`src/rtl/pxu_pkg.sv`:
```
package pxu_pkg;
    localparam int CW     = 8;
    localparam int WORD_W = 32;
    localparam int LANES  = 2;
    localparam int BUS_W  = 3 * CW;
    localparam int HALF_W = WORD_W / 2;

    typedef logic [CW-1:0] comp_t;

    typedef struct packed {
        comp_t c0;   // R or Y
        comp_t c1;   // G or Cb
        comp_t c2;   // B or Cr
    } pix_t;

    typedef enum logic [3:0] {
        SRC_RGB565   = 4'd0,
        SRC_RGB888   = 4'd1,
        SRC_ARGB1555 = 4'd2,
        SRC_ARGB4444 = 4'd3,
        SRC_ABGR8888 = 4'd4,
        SRC_ARGB8888 = 4'd5,
        SRC_YCBYCR   = 4'd8,
        SRC_YCRYCB   = 4'd9,
        SRC_CBYCRY   = 4'd10,
        SRC_CRYCBY   = 4'd11
    } src_fmt_e;

    typedef enum logic [1:0] {
        BUS_RGB16 = 2'd0,
        BUS_RGB24 = 2'd1,
        BUS_YC16  = 2'd2,
        BUS_NONE  = 2'd3
    } bus_fmt_e;

    typedef struct packed {
        logic [LANES-1:0] vld;
        pix_t             p0;
        pix_t             p1;
        logic             ycc;
        logic             sol;
        bus_fmt_e         bus;
    } stage_t;

    function automatic comp_t widen5(input logic [4:0] f);
        return {f, f[4:2]};
    endfunction

    function automatic comp_t widen6(input logic [5:0] f);
        return {f, f[5:4]};
    endfunction

    function automatic comp_t widen4(input logic [3:0] f);
        return {f, f};
    endfunction

    function automatic pix_t unpack16(input logic [3:0] fmt, input logic [HALF_W-1:0] v);
        pix_t p;
        case (fmt)
            SRC_ARGB1555: begin
                p.c0 = widen5(v[14:10]);
                p.c1 = widen5(v[9:5]);
                p.c2 = widen5(v[4:0]);
            end
            SRC_ARGB4444: begin
                p.c0 = widen4(v[11:8]);
                p.c1 = widen4(v[7:4]);
                p.c2 = widen4(v[3:0]);
            end
            default: begin
                p.c0 = widen5(v[15:11]);
                p.c1 = widen6(v[10:5]);
                p.c2 = widen5(v[4:0]);
            end
        endcase
        return p;
    endfunction

    function automatic logic [BUS_W-1:0] pack_bus(input pix_t p, input bus_fmt_e b,
                                                  input logic odd);
        case (b)
            BUS_RGB24: return {p.c0, p.c1, p.c2};
            BUS_RGB16: return {8'h00, p.c0[7:3], p.c1[7:2], p.c2[7:3]};
            BUS_YC16:  return {8'h00, (odd ? p.c2 : p.c1), p.c0};
            default:   return '0;
        endcase
    endfunction
endpackage

```
`src/rtl/pxu_unpack.sv`:
```
module pxu_unpack
    import pxu_pkg::*;
(
    input  logic              clk,
    input  logic              rst,
    input  logic              in_vld,
    input  logic              in_sol,
    input  logic [3:0]        in_fmt,
    input  logic [1:0]        in_bus,
    input  logic [WORD_W-1:0] in_word,
    output stage_t            st_q,
    output logic              err_q
);
    localparam int RES_W = 2 * CW;

    logic [1:0]       res_cnt_q, res_cnt_d, eff_cnt;
    logic [RES_W-1:0] res_q, res_d;
    stage_t           st_d;
    logic             bad;
    comp_t            b [4];
    comp_t            y0, y1, ch_a, ch_b, cb, cr;

    for (genvar i = 0; i < 4; i++) begin : g_bytes
        assign b[i] = in_word[i*CW +: CW];
    end

    assign eff_cnt = in_sol ? 2'd0 : res_cnt_q;

    // Luma in even bytes when bit 1 of the code is clear; bit 0 swaps chroma
    always_comb begin
        if (!in_fmt[1]) begin
            y0 = b[0]; y1 = b[2]; ch_a = b[1]; ch_b = b[3];
        end else begin
            y0 = b[1]; y1 = b[3]; ch_a = b[0]; ch_b = b[2];
        end
        cb = in_fmt[0] ? ch_b : ch_a;
        cr = in_fmt[0] ? ch_a : ch_b;
    end

    always_comb begin
        st_d      = '0;
        st_d.sol  = in_sol;
        st_d.bus  = bus_fmt_e'(in_bus);
        res_cnt_d = res_cnt_q;
        res_d     = res_q;
        bad       = 1'b0;
        case (in_fmt)
            SRC_RGB565, SRC_ARGB1555, SRC_ARGB4444: begin
                st_d.p0  = unpack16(in_fmt, in_word[HALF_W-1:0]);
                st_d.p1  = unpack16(in_fmt, in_word[WORD_W-1:HALF_W]);
                st_d.vld = 2'b11;
            end
            SRC_RGB888: begin
                case (eff_cnt)
                    2'd0: begin
                        st_d.p0   = pix_t'(in_word[23:0]);
                        st_d.vld  = 2'b01;
                        res_cnt_d = 2'd1;
                        res_d     = {8'h00, in_word[31:24]};
                    end
                    2'd1: begin
                        st_d.p0   = pix_t'({in_word[15:0], res_q[7:0]});
                        st_d.vld  = 2'b01;
                        res_cnt_d = 2'd2;
                        res_d     = in_word[31:16];
                    end
                    default: begin
                        st_d.p0   = pix_t'({in_word[7:0], res_q});
                        st_d.p1   = pix_t'(in_word[31:8]);
                        st_d.vld  = 2'b11;
                        res_cnt_d = 2'd0;
                        res_d     = '0;
                    end
                endcase
            end
            SRC_ARGB8888: begin
                st_d.p0  = '{c0: b[2], c1: b[1], c2: b[0]};
                st_d.vld = 2'b01;
            end
            SRC_ABGR8888: begin
                st_d.p0  = '{c0: b[0], c1: b[1], c2: b[2]};
                st_d.vld = 2'b01;
            end
            SRC_YCBYCR, SRC_YCRYCB, SRC_CBYCRY, SRC_CRYCBY: begin
                st_d.p0  = '{c0: y0, c1: cb, c2: cr};
                st_d.p1  = '{c0: y1, c1: cb, c2: cr};
                st_d.vld = 2'b11;
                st_d.ycc = 1'b1;
            end
            default: begin
                st_d.vld = 2'b01;
                bad      = 1'b1;
            end
        endcase
        if (!in_vld) st_d.vld = '0;
    end

    always_ff @(posedge clk) begin
        if (rst) begin
            st_q      <= '0;
            err_q     <= 1'b0;
            res_cnt_q <= '0;
            res_q     <= '0;
        end else begin
            st_q  <= st_d;
            err_q <= err_q | (in_vld & bad);
            if (in_vld && in_fmt == SRC_RGB888) begin
                res_cnt_q <= res_cnt_d;
                res_q     <= res_d;
            end
        end
    end
endmodule

```
`src/rtl/pxu_buspack.sv`:
```
module pxu_buspack
    import pxu_pkg::*;
(
    input  logic             clk,
    input  logic             rst,
    input  stage_t           st,
    output logic [LANES-1:0] o_vld,
    output logic [BUS_W-1:0] o_bus0,
    output logic [BUS_W-1:0] o_bus1,
    output logic             o_ycc
);
    logic phase_q, ph0, ph_next;

    assign ph0     = st.sol ? 1'b0 : phase_q;
    // two pixels keep the parity, one pixel flips it
    assign ph_next = (st.vld == 2'b11) ? ph0 : ~ph0;

    always_ff @(posedge clk) begin
        if (rst) begin
            phase_q <= 1'b0;
            o_vld   <= '0;
            o_bus0  <= '0;
            o_bus1  <= '0;
            o_ycc   <= 1'b0;
        end else begin
            o_vld <= st.vld;
            o_ycc <= st.ycc;
            if (st.vld != '0) begin
                phase_q <= ph_next;
                o_bus0  <= pack_bus(st.p0, st.bus, ph0);
                o_bus1  <= pack_bus(st.p1, st.bus, ~ph0);
            end
        end
    end
endmodule

```
`src/rtl/pix_unpack_pack.sv`:
```
module pix_unpack_pack
    import pxu_pkg::*;
(
    input  logic                  clk,
    input  logic                  rst,
    input  logic                  word_vld,
    input  logic                  line_sol,
    input  logic [3:0]            src_fmt,
    input  logic [1:0]            bus_fmt,
    input  logic [WORD_W-1:0]     word_data,
    output logic [LANES-1:0]      pix_vld,
    output logic [BUS_W-1:0]      pix_bus0,
    output logic [BUS_W-1:0]      pix_bus1,
    output logic                  pix_is_ycc,
    output logic                  fmt_err
);
    stage_t stage;

    pxu_unpack u_unpack (
        .clk     (clk),
        .rst     (rst),
        .in_vld  (word_vld),
        .in_sol  (line_sol),
        .in_fmt  (src_fmt),
        .in_bus  (bus_fmt),
        .in_word (word_data),
        .st_q    (stage),
        .err_q   (fmt_err)
    );

    pxu_buspack u_pack (
        .clk    (clk),
        .rst    (rst),
        .st     (stage),
        .o_vld  (pix_vld),
        .o_bus0 (pix_bus0),
        .o_bus1 (pix_bus1),
        .o_ycc  (pix_is_ycc)
    );
endmodule

```
`config.mk`:
```
export PLATFORM = sky130hd
export DESIGN_NAME = pix_unpack_pack
export DESIGN_NICKNAME = d
export VERILOG_FILES = /design/src/rtl/pxu_pkg.sv /design/src/rtl/pxu_unpack.sv /design/src/rtl/pxu_buspack.sv /design/src/rtl/pix_unpack_pack.sv
export SDC_FILE = /design/constraint.sdc
export NUM_CORES = 1
export LEC_CHECK = 0
export BUFFER_PORTS_ARGS = -buffer_cell sky130_fd_sc_hd__buf_2
export CELL_PAD_IN_SITES_DETAIL_PLACEMENT = 1
export CELL_PAD_IN_SITES_GLOBAL_PLACEMENT = 2
export CORE_MARGIN = 3
export CORE_UTILIZATION = 31
export CTS_CLUSTER_DIAMETER = 100
export DETAILED_ROUTE_END_ITERATION = 7
export PLACE_DENSITY_LB_ADDON = 0.1
export SLEW_MARGIN = 0
export SYNTH_ARGS = -nofsm -noshare
export SYNTH_HDL_FRONTEND = slang
export SYNTH_SLANG_ARGS = --single-unit
export TNS_END_PERCENT = 10
```
`constraint.sdc`:
```
create_clock -name clk -period 1.4 [get_ports clk]
set_input_delay 0.14 -clock clk [delete_from_list [all_inputs] [get_ports clk]]
set_output_delay 0.14 -clock clk [all_outputs]
set_load 0.02 [all_outputs]
```
After elaboration in Yosys (flattened, before gate mapping)

Cells that the tools add are included.

Eq/ne operators: 13
Multiplexer cells: 24
Bitwise operators: 4
Reduce and logical (&&, ||, !) cells: 12

Operator list:

| cell               | number |
|---|---|
| $pmux 24 s3        | 3 |
| $pmux 24 s5        | 1 |
| $pmux 24 s2        | 2 |
| $mux 8             | 8 |
| $pmux 26 s2        | 1 |
| $pmux 16 s2        | 1 |
| $mux 24            | 1 |
| $eq 4x4->1 const B | 4 |
| $reduce_or 10->1   | 1 |
| $eq 4x2->1 const B | 2 |
| $eq 4x3->1 const B | 2 |
| $pmux 2 s2         | 2 |
| $reduce_or 7->1    | 1 |
| $eq 2x1->1 const B | 2 |
| $eq 2x2->1 const B | 2 |
| $eq 4x1->1 const B | 1 |
| $logic_not 2->1    | 2 |
| $logic_not 4->1    | 1 |
| $mux 1             | 4 |
| $reduce_or 2->1    | 2 |
| $reduce_or 4->1    | 1 |
| $reduce_or 3->1    | 1 |
| $mux 2             | 1 |
| $not 1->1          | 2 |
| 5 further kinds    | 5 |

Bits in registers: 125
Output and inout port bits: 52

Depth between registers and ports, before layout

Gate-level depths: netlist (run 1).

Depth after elaboration: 5
Gate-level depth with buffers: 7
Mapped depth without buffers: 4

Cells and area by module

A second synthesis (run 1) with hierarchy kept.

Cell total of the unflattened synthesis: 811
Area, all modules: 7089.3 µm²

By module, submodules not included:

| module      | times used | cells each | area each (µm²) |
|---|---|---|---|
| pxu_unpack  | 1          | 551        | 4450.5 |
| pxu_buspack | 1          | 260        | 2638.8 |

Worst setup path after synthesis (run 1)

Ideal clock, no wire load.

Kind: reg2reg
From: reg u_unpack.st_q[0] (netlist bit)
To: reg u_pack.o_bus1[14]
Arrival time: 1.403 ns
Setup slack: -0.074 ns
Cell stages (with the launch flop): 6
Path buffers: 2
Cells stage by stage: dfxtp_1 buf_2 nor3b_1 clkbuf_1 a22oi_1 a21oi_1

Cells in the longest elaborated chain, start to end: 2

RTL lines:

| what                                     | line              | source |
|---|---|---|
| from (decl)                              | pxu_unpack.sv:11  | `output stage_t st_q,` |
| from (signal assigned)                   | pxu_unpack.sv:105 | `st_q <= st_d;` |
| $eq 2x2->1, or another cell as far along | pxu_pkg.sv:81     | `case (b)` |
| $pmux 24 s3 *                            | pxu_pkg.sv:81     |  |
| to (signal assigned)                     | pxu_buspack.sv:31 | `o_bus1 <= pack_bus(st.p1, st.bus, ~ph0);` |
| to (decl)                                | pxu_buspack.sv:9  | `output logic [BUS_W-1:0] o_bus1,` |

Mark *: on every way between the ends. The rest lies on a longest branch, timed or not.
A chain may end at the register's enable or synchronous reset.

Worst setup path after layout (run 1)

From: reg u_unpack.res_cnt_q[1]
To: reg u_unpack.st_q[30] (netlist bit)

Cells in the longest elaborated chain, start to end: 4

RTL lines:

| what                                          | line              | source |
|---|---|---|
| from (decl)                                   | pxu_unpack.sv:16  | `logic [1:0] res_cnt_q, res_cnt_d, eff_cnt;` |
| from (signal assigned)                        | pxu_unpack.sv:108 | `res_cnt_q <= res_cnt_d;` |
| $mux 2 *                                      | pxu_unpack.sv:27  | `assign eff_cnt = in_sol ? 2'd0 : res_cnt_q;` |
| $eq 2x1->1 or $logic_not 2->1 (tied branches) | pxu_unpack.sv:54  | `case (eff_cnt)` |
| $pmux 26 s2 *                                 | pxu_unpack.sv:54  |  |
| $pmux 24 s5 *                                 | pxu_unpack.sv:47  | `case (in_fmt)` |

Marks and branches as above.

==> Flow_metrics.wiki, run 1 <==
{| class="wikitable"
! Metric !! Value
|-
| IO Port Bufs || 93
|-
| Flip-flop and latch count after synthesis || 125
|-
| Net count of the mapped netlist || 931
|-
| Number of search-and-repair iterations in the first detailed-routing pass || 5
|-
| Leftover overflow at the end of global routing || 0
|-
| Capture point of the worst path || u_unpack.st_q[30]
|-
| Top-level I/O count || 94
|-
| Hold/Removal Path Class || in -> reg
|-
| Die area || 25300 um^2
|-
| Post-synth ARST share || 0%
|-
| Slowest cell on the critical path || a221oi_1
|-
| TritonCTS clock tree || yes
|-
| Area of the placeable core || 22800 um^2
|-
| Total negative slack for setup checks || -1.79 ns
|-
| Share of the clock period used by the worst path || 112%
|-
| Pin slew with the least headroom to its limit || 0.496 ns
|-
| Unrepaired setup endpoints after global routing || yes
|-
| Most used DFF post-synth || dfxtp_1
|-
| Slowest cell delay on critical path || 0.47 ns
|-
| Hold wc startpoint || word_data[24]
|-
| Terminus of the critical flop-to-flop path || u_unpack.st_q[30]
|-
| Level count of the clock H-tree || 4
|-
| Width of the chip || 159 um
|-
| Final Worst Setup Slack || -0.165 ns
|-
| Combined area of all synthesized cells || 7250 um^2
|-
| Fillers || 2690
|-
| Worst-Skew Late Latency || 0.42 ns
|-
| Placement row count || 55
|-
| Cells on worst reg2reg path || 4
|-
| Area delta synth->final || 43.5%
|-
| Global routing usage summed across all routing layers || 27.4%
|-
| Via density per instance || 5.61
|-
| Final Max Slew Viols || 0
|-
| Part of the Yosys area used for sequential elements || 34.5%
|-
| Buffers from clock root to sink, at most || 2
|-
| Fraction of final layout cells with drive strength greater than 1 || 36.0%
|-
| Mean routed wirelength per cell || 24.7 um
|-
| Number of clock buffers inserted by TritonCTS || 17
|-
| Kind of critical path || reg -> reg
|-
| Fraction of power consumed by the clock network || 45.2%
|-
| Ant. Diodes || 0
|-
| CP arrival || 1.85 ns
|-
| Post-place instance area || 9190 um^2
|-
| Highest achievable clock rate || 639 MHz
|-
| Post-Route Skew || 0.0141 ns
|-
| Non-filler cells in the finished layout || 1431
|-
| Cells after Synth || 889
|-
| Post-DP HPWL || 27.2 mm
|-
| Drt first-iter violations || 520
|-
| Largest net degree at the start of global routing || 50
|-
| Crit path from || u_unpack.res_cnt_q[1]
|-
| First-pass GRT wire length || 53.4 mm
|-
| Buffer type at the clock tree root || clkbuf_16
|-
| Largest fanout of any net on the critical path || 5
|-
| Chip height || 159 um
|-
| Routability congestion estimate || 0.917
|-
| Setup violation total in the final timing report || 23
|-
| Internal Dissipation || 7.43 mW
|-
| R2R Setup Slk || -0.17 ns
|-
| Count of buffer and inverter cells on the critical path || 0
|-
| CP required || 1.68 ns
|-
| Average cell area after synthesis || 8.15 um^2
|-
| Net Sw Frac || 30.9%
|-
| Post-layout nets || 1147
|-
| Max-cap violations || 0
|-
| Post-Layout Inst Area || 10400 um^2
|-
| Kind of start point of the critical path || register
|-
| Net switching power || 3.32 mW
|-
| Routed via count || 8032
|-
| Logic pwr share || 19.3%
|-
| Post-synth EDFFs || 0
|-
| Pwr/cell area || 1030 nW/um^2
|-
| Violations in the final reports || setup timing
|-
| Clock edge transition at the registers on the reported setup and hold paths || 0.07 ns
|-
| Worst reg2reg path startpoint || u_unpack.res_cnt_q[1]
|-
| Cell count after placement || 1386
|-
| Leakage power figure || 4.18 nW
|-
| Antenna violation net count after detailed routing || 0
|-
| Worst slack after detailed placement || -0.691 ns
|-
| Dominant delay contributor by cell family on the critical path || compound AO/OA/AOI/OAI gates
|-
| Number of global-route vias before repair || 8347
|-
| Final wirelength || 35.3 mm
|-
| Number of distinct standard cells referenced by the synthesized netlist || 65
|-
| Crit-path cells || o21ba_4 -> nor4b_4 -> a221oi_1 -> o21ai_1
|-
| Tmin final || 1.57 ns
|-
| Clk sink count || 125
|-
| Element type at the critical path end || register
|-
| Post-detailed-route DRC marker count || 0
|-
| Portion of total power attributed to sequential cells || 35.5%
|-
| Instance count on the critical path || 4
|-
| Post-Route Utilization || 45.7%
|-
| Final Hold Vio Count || 0
|-
| Peak supply drop || 0.658 mV
|-
| Worst relative slew slack || 66.5%
|-
| Antenna violations before repair || 0
|-
| Run status || finished, violations left
|-
| Initial Utilization || 31.8%
|-
| Warnings from Yosys || 0
|}
[cells in the final DEF, fill, tap and decap left out, drive strengths merged, types with 15 or more instances in the layout]
cell / instances
a211oi: 29
o21ai: 44
a31oi: 20
a211o: 18
a21oi: 89
nor2b: 15
nand2b: 25
buf: 288
a22oi: 41
nand2: 51
dfxtp: 125
nand3: 19
mux2i: 53
nor2: 99
a221oi: 25
nor3: 24
clkbuf: 17
[worst min-delay path, delay by kind of cell]
| kind | cells | cell delay [ns] |
|---|---|---|
| AO/OA/AOI/OAI | 1 | 0.06 |
| buffers and inverters | 1 | 0.17 |
| AND/OR/NAND/NOR | 1 | 0.08 |
[how the worst min path moves through the flow]
| stage | to | slack (ns) | cells past startpoint |
|---|---|---|---|
| after floorplan | u_unpack.st_q[35] | 0.27 | 2 |
| after global placement | u_unpack.st_q[0] | 0.35 | 2 |
| after detailed placement | u_unpack.st_q[0] | 0.36 | 2 |
| after CTS | u_unpack.res_q[8] | 0.07 | 3 |
| after global routing | u_unpack.st_q[52] | 0.07 | 2 |
| final | u_unpack.res_q[8] | 0.09 | 3 |
[power by group through the flow]
stage	clock [mW]	combinational, mW	sequential (mW)
after floorplan	0	0.926	3.92
after global placement	0	1.91	3.89
after detailed placement	0	1.94	3.90
after CTS	4.92	2.02	3.82
after global routing	5.09	2.21	3.83
final	4.85	2.08	3.82
[state kept, by name, indices dropped and copies added, names as in the netlist]
| name | count |
|---|---|
| u_unpack.st_q | 54 |
| u_pack.o_ycc | 1 |
| u_unpack.res_q | 16 |
| u_unpack.res_cnt_q | 2 |
| u_pack.o_bus0 | 24 |
| u_pack.o_vld | 2 |
| u_unpack.err_q | 1 |
| u_pack.phase_q | 1 |
| u_pack.o_bus1 | 24 |
[cells in the mapped netlist (5+ instances only)]
cell	count	area, um^2
dfxtp_1	125	2500
nor2_1	97	364
a21oi_1	88	440
mux2i_1	53	531
nand2_1	50	188
clkbuf_1	47	176
a22oi_1	41	308
o21ai_0	39	195
a211oi_1	28	210
buf_2	28	140
a221oi_1	25	219
nand2b_1	25	156
nor3_1	24	120
a31oi_1	20	125
nand3_1	19	95.1
a211o_1	18	158
nor2b_1	15	93.8
and3_1	12	75.1
o22ai_1	12	75.1
nand3b_1	9	67.6
inv_1	7	26.3
a21o_1	6	45.0
nor4bb_1	6	60.1
buf_1	5	18.8
buf_4	5	37.5
buf_6	5	56.3
o21a_1	5	37.5
o21ai_1	5	25.0
[area by class of cell]
type                       instances  area [um^2]  area share (%)
sequential                       125         2510            24.1
clock inverter                    15          204            1.96
tap                              313          392            3.77
multi-input combinational        664         4690            45.1
inverter                           7         26.3           0.253
timing repair buffer             290         2150            20.7
clock buffer                      17          425            4.09
[per-stage QoR]
step	power [mW]	hold slack [ns]
after detailed placement	5.83	0.357
final	10.7	0.0878
after floorplan	4.84	0.267
after global placement	5.80	0.350
after CTS	10.8	0.0677
after global routing	11.1	0.0742
[timing repair]
item / 4_1_cts / 5_1_grt
setup endpoints to repair: 95 / 90
cloned: 1 / 0
hold buffers: 2 / 0
gates resized for setup: 65 / 37
buffers inserted: 5 / 6
pin swaps: 25 / 18
endpoints found under the hold margin: 2 / 0
[logic make-up (layout without fill, tap and decap cells)]
kind of cell	count (synthesis)	after routing	share of synthesized area, %
AOI/OAI and AO/OA	327	327	30.8
and+or+nand+nor	279	279	20.0
DFF	125	125	34.5
buffers and inverters	100	329	6.63
muxes	57	57	7.94
xor gates and xnor gates	1	1	0.121
[metal layers]
| layer | vias to the layer above | GRT usage [%] | share of wire [%] |
|---|---|---|---|
| li1 | 3739 | - | - |
| met1 | 3981 | 36.1 | 45 |
| met2 | 252 | 45.4 | 47 |
| met3 | 60 | 4.44 | 4.5 |
| met4 | 0 | 10.3 | 3.3 |
| met5 | - | 0 | 0 |
(Power assumes the default switching activity.)
==> inputs of run 2 (changes only) <==
--- a/config.mk
+++ b/config.mk
@@ -12,7 +12,8 @@
 export CORE_UTILIZATION = 31
 export CTS_CLUSTER_DIAMETER = 100
 export DETAILED_ROUTE_END_ITERATION = 7
-export PLACE_DENSITY_LB_ADDON = 0.1
+export PLACE_DENSITY = 0.8
+export REMOVE_ABC_BUFFERS = 1
 export SLEW_MARGIN = 0
 export SYNTH_ARGS = -nofsm -noshare
 export SYNTH_HDL_FRONTEND = slang
==> run 2 against run 1 <==
  * The flow still finishes with violations (setup timing)
  * Maximum frequency grew 2.9%
  * Sequential power is essentially flat
  * Hold slack lost 0.045 ns
  * Sequential share of layout area grew 0.70 points
==> Flow_metrics.wiki, run 2 (synthesis results as in run 1) <==
{| class="wikitable"
! Metric !! Value
|-
| Run status || finished, violations left
|-
| Violations in the final reports || setup timing
|-
| Number of clock buffers inserted by TritonCTS || 17 (unchanged)
|-
| Final Hold Vio Count || 0 (unchanged)
|-
| Kind of critical path || reg -> reg
|-
| Global routing usage summed across all routing layers || 24.3% (-3.2 points)
|-
| Initial Utilization || 31.8% (unchanged)
|-
| Cell count after placement || 1355 (-2.2%)
|-
| Commonest non-fill, non-tap cell in the layout || buf_4
|-
| Pwr/cell area || 1030 nW/um^2 (-0.68%)
|-
| Max-cap violations || 0 (unchanged)
|-
| Area delta synth->final || 39.2%
|-
| Setup violation total in the final timing report || 18 (-22%)
|-
| IO Port Bufs || 93 (unchanged)
|-
| Level count of the clock H-tree || 4 (unchanged)
|-
| Highest achievable clock rate || 658 MHz (+2.9%)
|-
| Pin slew with the least headroom to its limit || 0.568 ns (+0.0717 ns)
|-
| Die area || 25300 um^2 (unchanged)
|-
| Via density per instance || 5.65 (+0.62%)
|-
| Worst-Skew Late Latency || 0.44 ns (+0.02 ns)
|-
| Cell seen most often among critical-path stages || buf_6
|-
| TritonCTS clock tree || yes
|-
| Buffers from clock root to sink, at most || 2 (unchanged)
|-
| Final wirelength || 31.9 mm (-9.8%)
|-
| Drt first-iter violations || 648 (+25%)
|-
| Clock edge transition at the registers on the reported setup and hold paths || 0.07 ns (about the same)
|-
| Largest register FFs || 54 (unchanged)
|-
| Ant. Diodes || 0 (unchanged)
|-
| Largest fanout of any net on the critical path || 3 (-2)
|-
| Post-detailed-route DRC marker count || 0 (unchanged)
|-
| Element type at the critical path end || register
|-
| Leftover overflow at the end of global routing || 0 (unchanged)
|-
| Fraction of final layout cells with drive strength greater than 1 || 33.1% (-2.9 points)
|-
| Chip height || 159 um (unchanged)
|-
| Registers with the highest flip-flop counts || u_unpack.st_q (54), u_pack.o_bus0 (24), u_pack.o_bus1 (24)
|-
| Highest-count cells in the layout ignoring fill and taps || buf_4, dfxtp_1, nor2_1, buf_2, a21oi_1
|-
| Post-layout nets || 1116 (-2.7%)
|-
| Hold/Removal Path Class || in -> reg
|-
| Post-route worst hold slack || 0.0425 ns (-0.0453 ns)
|-
| Post-Route Utilization || 44.3% (-1.3 points)
|-
| Mean routed wirelength per cell || 22.8 um (-7.8%)
|-
| Crit-path cells || buf_6 -> nand2b_4 -> nor2_8 -> buf_6 -> a222oi_1 -> a21oi_1
|-
| Slowest cell on the critical path || a222oi_1
|-
| Number of global-route vias before repair || 7834 (-6.1%)
|-
| Antenna violations before repair || 0 (unchanged)
|-
| Antenna violation net count after detailed routing || 0 (unchanged)
|-
| Width of the chip || 159 um (unchanged)
|-
| Post-DP HPWL || 23.8 mm (-13%)
|-
| Final Worst Setup Slack || -0.121 ns (+0.0446 ns)
|-
| CP required || 1.68 ns (about the same)
|-
| CP arrival || 1.80 ns (-0.05 ns)
|-
| Tmin final || 1.52 ns (-0.0446 ns)
|-
| Design Power || 10.4 mW (-3.6%)
|-
| Placement row count || 55 (unchanged)
|-
| Buffer type at the clock tree root || clkbuf_16
|-
| Unrepaired setup endpoints after global routing || yes
|-
| Number of search-and-repair iterations in the first detailed-routing pass || 5 (unchanged)
|-
| Routed via count || 7907 (-1.6%)
|-
| Top-level I/O count || 94 (unchanged)
|-
| Worst relative slew slack || 62.1% (-4.3 points)
|-
| Largest Register || u_unpack.st_q
|-
| Non-filler cells in the finished layout || 1400 (-2.2%)
|-
| Share of the clock period used by the worst path || 109% (-3.2 points)
|-
| Routability congestion estimate || 0.904 (-1.5%)
|-
| Clk sink count || 125 (unchanged)
|-
| Largest net degree at the start of global routing || 50 (unchanged)
|-
| Final Max Slew Viols || 0 (unchanged)
|-
| Dominant delay contributor by cell family on the critical path || compound AO/OA/AOI/OAI gates
|-
| Count of buffer and inverter cells on the critical path || 2 (+2)
|-
| Post-Route Skew || 0.0193 ns (+0.00518 ns)
|-
| Slowest cell delay on critical path || 0.44 ns (-0.03 ns)
|-
| First-pass GRT wire length || 48.0 mm (-10%)
|-
| Worst slack after detailed placement || -0.469 ns (+0.222 ns)
|-
| Kind of start point of the critical path || register
|-
| Area of the placeable core || 22800 um^2 (unchanged)
|-
| Leakage power figure || 4.00 nW (-4.3%)
|-
| Peak supply drop || 0.620 mV (-5.7%)
|-
| Fillers || 2732 (+1.6%)
|}
-- run 2: changes by cell type in the layout (fill, tap and decap cells not counted), sizes merged --
cell / previous run / this run
inv: 14 / 12
clkinvlp: 1 / 3
buf: 288 / 257
clkbuf: 17 / 18
bufinv: 3 / 2
-- run 2: repair_timing --
item / in CTS / in global routing
resized for setup: 39 / 43
setup buffers: 7 / 5
setup endpoints to repair: 46 / 56
pin swaps: 10 / 14
gates cloned: 0 / 0
hold endpoints to repair: 2 / 0
hold buffers: 2 / 0
-- run 2: cell type report --
class | count | area, um^2 | share of cell area (%)
clock buffers | 18 | 429 | 4.25
clock inverters | 14 | 160 | 1.59
inverters | 7 | 26.3 | 0.260
multi-input cells | 664 | 4620 | 45.7
flip-flops and latches | 125 | 2510 | 24.8
well taps | 313 | 392 | 3.88
repair buffers | 259 | 1960 | 19.4
-- run 2: path summary, 6_finish.rpt --
kind / depth (start not counted) / end / slack [ns] / from
worst max-delay path: 6 / u_unpack.st_q[19] / -0.12 / u_unpack.res_cnt_q[1]
worst min-delay path: 3 / u_unpack.res_q[13] / 0.04 / word_data[29]
worst max register to register: 6 / u_unpack.st_q[19] / -0.12 / u_unpack.res_cnt_q[1]
worst min register to register: 1 / u_pack.o_ycc / 0.45 / u_unpack.st_q[3]
-- run 2: routing by layer --
layer | share of wire, % | routed length [um] | vias up | global-route usage (%)
li1 | - | - | 3676 | -
met1 | 46 | 14600 | 3915 | 33.5
met2 | 46 | 14600 | 262 | 38.7
met3 | 5.6 | 1790 | 54 | 4.04
met4 | 2.9 | 911 | 0 | 7.96
met5 | 0 | 0 | - | 0
-- run 2: report_power, final --
part / internal, mW / switching [mW]
sequential: 3.70 / 0.115
clock: 2.66 / 1.92
combinational: 0.803 / 1.16
total: 7.16 / 3.20
-- run 2: per-stage QoR --
step	cell area, um^2	TNS (ns)
finish	10100	-1.07
floorplan	6800	-82.55
detailed placement	9000	-11.41
CTS	9850	-1.17
global placement	9000	-9.35
global route	10100	-2.29
-- run 2: tightest hold or removal path, stage by stage --
cell	delay, ns
buf_2	0.15
nand3_1	0.08
a21oi_1	0.06
==> inputs of run 3 (changes only) <==
--- a/config.mk
+++ b/config.mk
@@ -12,6 +12,7 @@
 export CORE_UTILIZATION = 31
 export CTS_CLUSTER_DIAMETER = 100
 export DETAILED_ROUTE_END_ITERATION = 7
+export HOLD_SLACK_MARGIN = 0.05
 export PLACE_DENSITY = 0.8
 export REMOVE_ABC_BUFFERS = 1
 export SLEW_MARGIN = 0
==> run 3 against run 2 <==
  * The run still ends with setup timing left
  * Utilization about the same
  * Global-route usage unchanged
  * Total power about the same
  * Via count is 0.53% higher
  * Sequential power about the same
  * First-iteration DRC count decreased by 2.2%
  * Die area unchanged
  * Combinational power hardly changed
  * Highest routed layer unchanged
==> Flow_metrics.wiki, run 3 (synthesis results as in run 1) <==
{| class="wikitable"
! Metric !! Value
|-
| Run status || finished, violations left
|-
| Violations in the final reports || setup timing
|-
| Antenna violation net count after detailed routing || 0 (unchanged)
|-
| Net Sw Frac || 30.9% (about the same)
|-
| Cell count after placement || 1355 (unchanged)
|-
| Area delta synth->final || 39.4% (about the same)
|-
| Post-Layout Inst Area || 10100 um^2 (about the same)
|-
| Leakage power figure || 4.00 nW (+0.10%)
|-
| Net switching power || 3.20 mW (+0.12%)
|-
| Mean routed wirelength per cell || 22.9 um (+0.47%)
|-
| Initial Utilization || 31.8% (unchanged)
|-
| Buffers from clock root to sink, at most || 2 (unchanged)
|-
| Kind of start point of the critical path || register
|-
| Worst relative slew slack || 62.6% (+0.49 points)
|-
| Routed via count || 7949 (+0.53%)
|-
| Hold/Removal Path Class || in -> reg
|-
| Cells on worst reg2reg path || 6 (unchanged)
|-
| Final Max Slew Viols || 0 (unchanged)
|-
| Post-Route Skew || 0.0185 ns (-0.000716 ns)
|-
| Largest fanout of any net on the critical path || 3 (unchanged)
|-
| Logic pwr share || 19.0% (about the same)
|-
| CP required || 1.68 ns (about the same)
|-
| Number of clock buffers inserted by TritonCTS || 17 (unchanged)
|-
| Slowest cell on the critical path || a222oi_1
|-
| Global routing usage summed across all routing layers || 24.3% (unchanged)
|-
| Highest-count cells in the layout ignoring fill and taps || buf_4, dfxtp_1, nor2_1, buf_2, a21oi_1
|-
| TritonCTS clock tree || yes
|-
| Post-place instance area || 9000 um^2 (unchanged)
|-
| Element type at the critical path end || register
|-
| IO Port Bufs || 93 (unchanged)
|-
| Tmin final || 1.52 ns (+0.00416 ns)
|-
| Post-detailed-route DRC marker count || 0 (unchanged)
|-
| R2R Setup Slk || -0.12 ns (about the same)
|-
| Largest net degree at the start of global routing || 50 (unchanged)
|-
| Drt first-iter violations || 634 (-2.2%)
|-
| Via density per instance || 5.67 (+0.46%)
|-
| Clock edge transition at the registers on the reported setup and hold paths || 0.07 ns (about the same)
|-
| Post-DP HPWL || 23.8 mm (unchanged)
|-
| Final Hold Vio Count || 0 (unchanged)
|-
| Pin slew with the least headroom to its limit || 0.561 ns (-0.00732 ns)
|-
| Antenna violations before repair || 0 (unchanged)
|-
| Area of the placeable core || 22800 um^2 (unchanged)
|-
| First-pass GRT wire length || 48.0 mm (about the same)
|-
| Registers with the highest flip-flop counts || u_unpack.st_q (54), u_pack.o_bus0 (24), u_pack.o_bus1 (24)
|-
| Ant. Diodes || 0 (unchanged)
|-
| Highest achievable clock rate || 656 MHz (-0.27%)
|-
| CP arrival || 1.80 ns (about the same)
|-
| Portion of total power attributed to sequential cells || 36.8% (about the same)
|-
| Crit-path cells || buf_6 -> nand2b_4 -> nor2_8 -> buf_6 -> a222oi_1 -> a21oi_1
|-
| Final Worst Setup Slack || -0.125 ns (-0.00416 ns)
|-
| Post-route worst hold slack || 0.0513 ns (+0.00882 ns)
|-
| Level count of the clock H-tree || 4 (unchanged)
|-
| Fraction of power consumed by the clock network || 44.2% (about the same)
|-
| Leftover overflow at the end of global routing || 0 (unchanged)
|-
| Cell seen most often among critical-path stages || buf_6
|-
| Fraction of final layout cells with drive strength greater than 1 || 33.1% (about the same)
|-
| Top-level I/O count || 94 (unchanged)
|-
| Buffer type at the clock tree root || clkbuf_16
|-
| Largest Register || u_unpack.st_q
|-
| Unrepaired setup endpoints after global routing || yes
|-
| Max-cap violations || 0 (unchanged)
|-
| Post-Route Utilization || 44.4% (about the same)
|-
| Placement row count || 55 (unchanged)
|-
| Die area || 25300 um^2 (unchanged)
|-
| Worst reg2reg path startpoint || u_unpack.res_cnt_q[1]
|-
| Peak supply drop || 0.621 mV (+0.20%)
|-
| Chip height || 159 um (unchanged)
|-
| Slowest cell delay on critical path || 0.44 ns (about the same)
|-
| Largest register FFs || 54 (unchanged)
|-
| Hold wc startpoint || word_data[25]
|-
| Terminus of the critical flop-to-flop path || u_unpack.st_q[19]
|-
| Number of search-and-repair iterations in the first detailed-routing pass || 5 (unchanged)
|-
| Internal Dissipation || 7.16 mW (about the same)
|-
| Kind of critical path || reg -> reg
|-
| Commonest non-fill, non-tap cell in the layout || buf_4
|-
| Number of global-route vias before repair || 7837 (+0.038%)
|-
| End point of the worst hold path || u_unpack.res_q[9]
|-
| Fillers || 2732 (unchanged)
|-
| Pwr/cell area || 1030 nW/um^2 (about the same)
|-
| Worst slack after detailed placement || -0.469 ns (unchanged)
|-
| Non-filler cells in the finished layout || 1401 (+0.071%)
|-
| Setup violation total in the final timing report || 18 (unchanged)
|-
| Post-layout nets || 1117 (+0.090%)
|-
| Final wirelength || 32.1 mm (+0.54%)
|-
| Worst-Skew Late Latency || 0.44 ns (about the same)
|-
| Width of the chip || 159 um (unchanged)
|-
| Share of the clock period used by the worst path || 109% (+0.30 points)
|-
| Hold Crit Depth || 3 (unchanged)
|-
| Routability congestion estimate || 0.904 (unchanged)
|-
| Clk sink count || 125 (unchanged)
|}
[run 3: cell count changes in the layout (fill, tap and decap cells not counted), sizes merged]
cell,before,now
dlygate4sd3,2,3
[run 3: power by group through the flow]
| stage | combinational (mW) | clock, mW | sequential [mW] |
|---|---|---|---|
| detailed placement | 1.84 | 0 | 3.89 |
| CTS | 1.90 | 4.62 | 3.81 |
| finish | 1.97 | 4.59 | 3.81 |
| global placement | 1.82 | 0 | 3.88 |
| global route | 2.10 | 4.78 | 3.83 |
| floorplan | 0.700 | 0 | 3.94 |
[run 3: worst max-delay path, delay by kind of cell (launching register included)]
kind,cells,cell delay (ns)
buffers and inverters,2,0.24
AOI/OAI and AO/OA,2,0.64
DFF,1,0.34
and+or+nand+nor,2,0.16
[run 3: through the flow]
step | TNS (ns) | power (mW)
after global placement | -9.35 | 5.71
after global routing | -2.29 | 10.7
after CTS | -1.17 | 10.3
after detailed placement | -11.41 | 5.73
after floorplan | -82.55 | 4.64
final | -1.08 | 10.4
[run 3: worst max path at each step]
stage	from	to	slack (ns)	depth (start not counted)
6_report	u_unpack.res_cnt_q[1]	u_unpack.st_q[19]	-0.12	6
5_1_grt	u_unpack.res_cnt_q[1]	u_unpack.st_q[47]	-0.15	8
4_1_cts	u_unpack.res_cnt_q[1]	u_unpack.st_q[19]	-0.16	6
3_5_place_dp	src_fmt[1]	u_unpack.st_q[19]	-0.47	5
3_3_place_gp	src_fmt[1]	u_unpack.st_q[19]	-0.44	5
2_1_floorplan	u_unpack.st_q[53]	u_pack.o_bus0[10]	-1.92	4
[run 3: repair_timing]
action                     4_1_cts  5_1_grt
setup buffers                    7        5
resized for setup               39       43
hold buffers                     3        0
pin swaps                       10       14
hold endpoints to repair         3        0
setup endpoints to repair       46       56
[run 3: metal layers]
metal  global-route usage, %  vias to the layer above  routed length, um
met5                       0                        -                  0
met4                    7.96                        0                903
met3                    4.04                       57               1970
met2                    38.7                      309              14600
met1                    33.5                     3907              14600
li1                        -                     3676                  -
[run 3: cell type report]
class / count / area (um^2) / share of cell area, %
Clock buffer: 18 / 429 / 4.25
Clock inverter: 14 / 160 / 1.58
Inverter: 7 / 26.3 / 0.260
Multi-Input combinational cell: 664 / 4620 / 45.7
Sequential cell: 125 / 2510 / 24.8
Tap cell: 313 / 392 / 3.88
Timing Repair Buffer: 260 / 1970 / 19.5
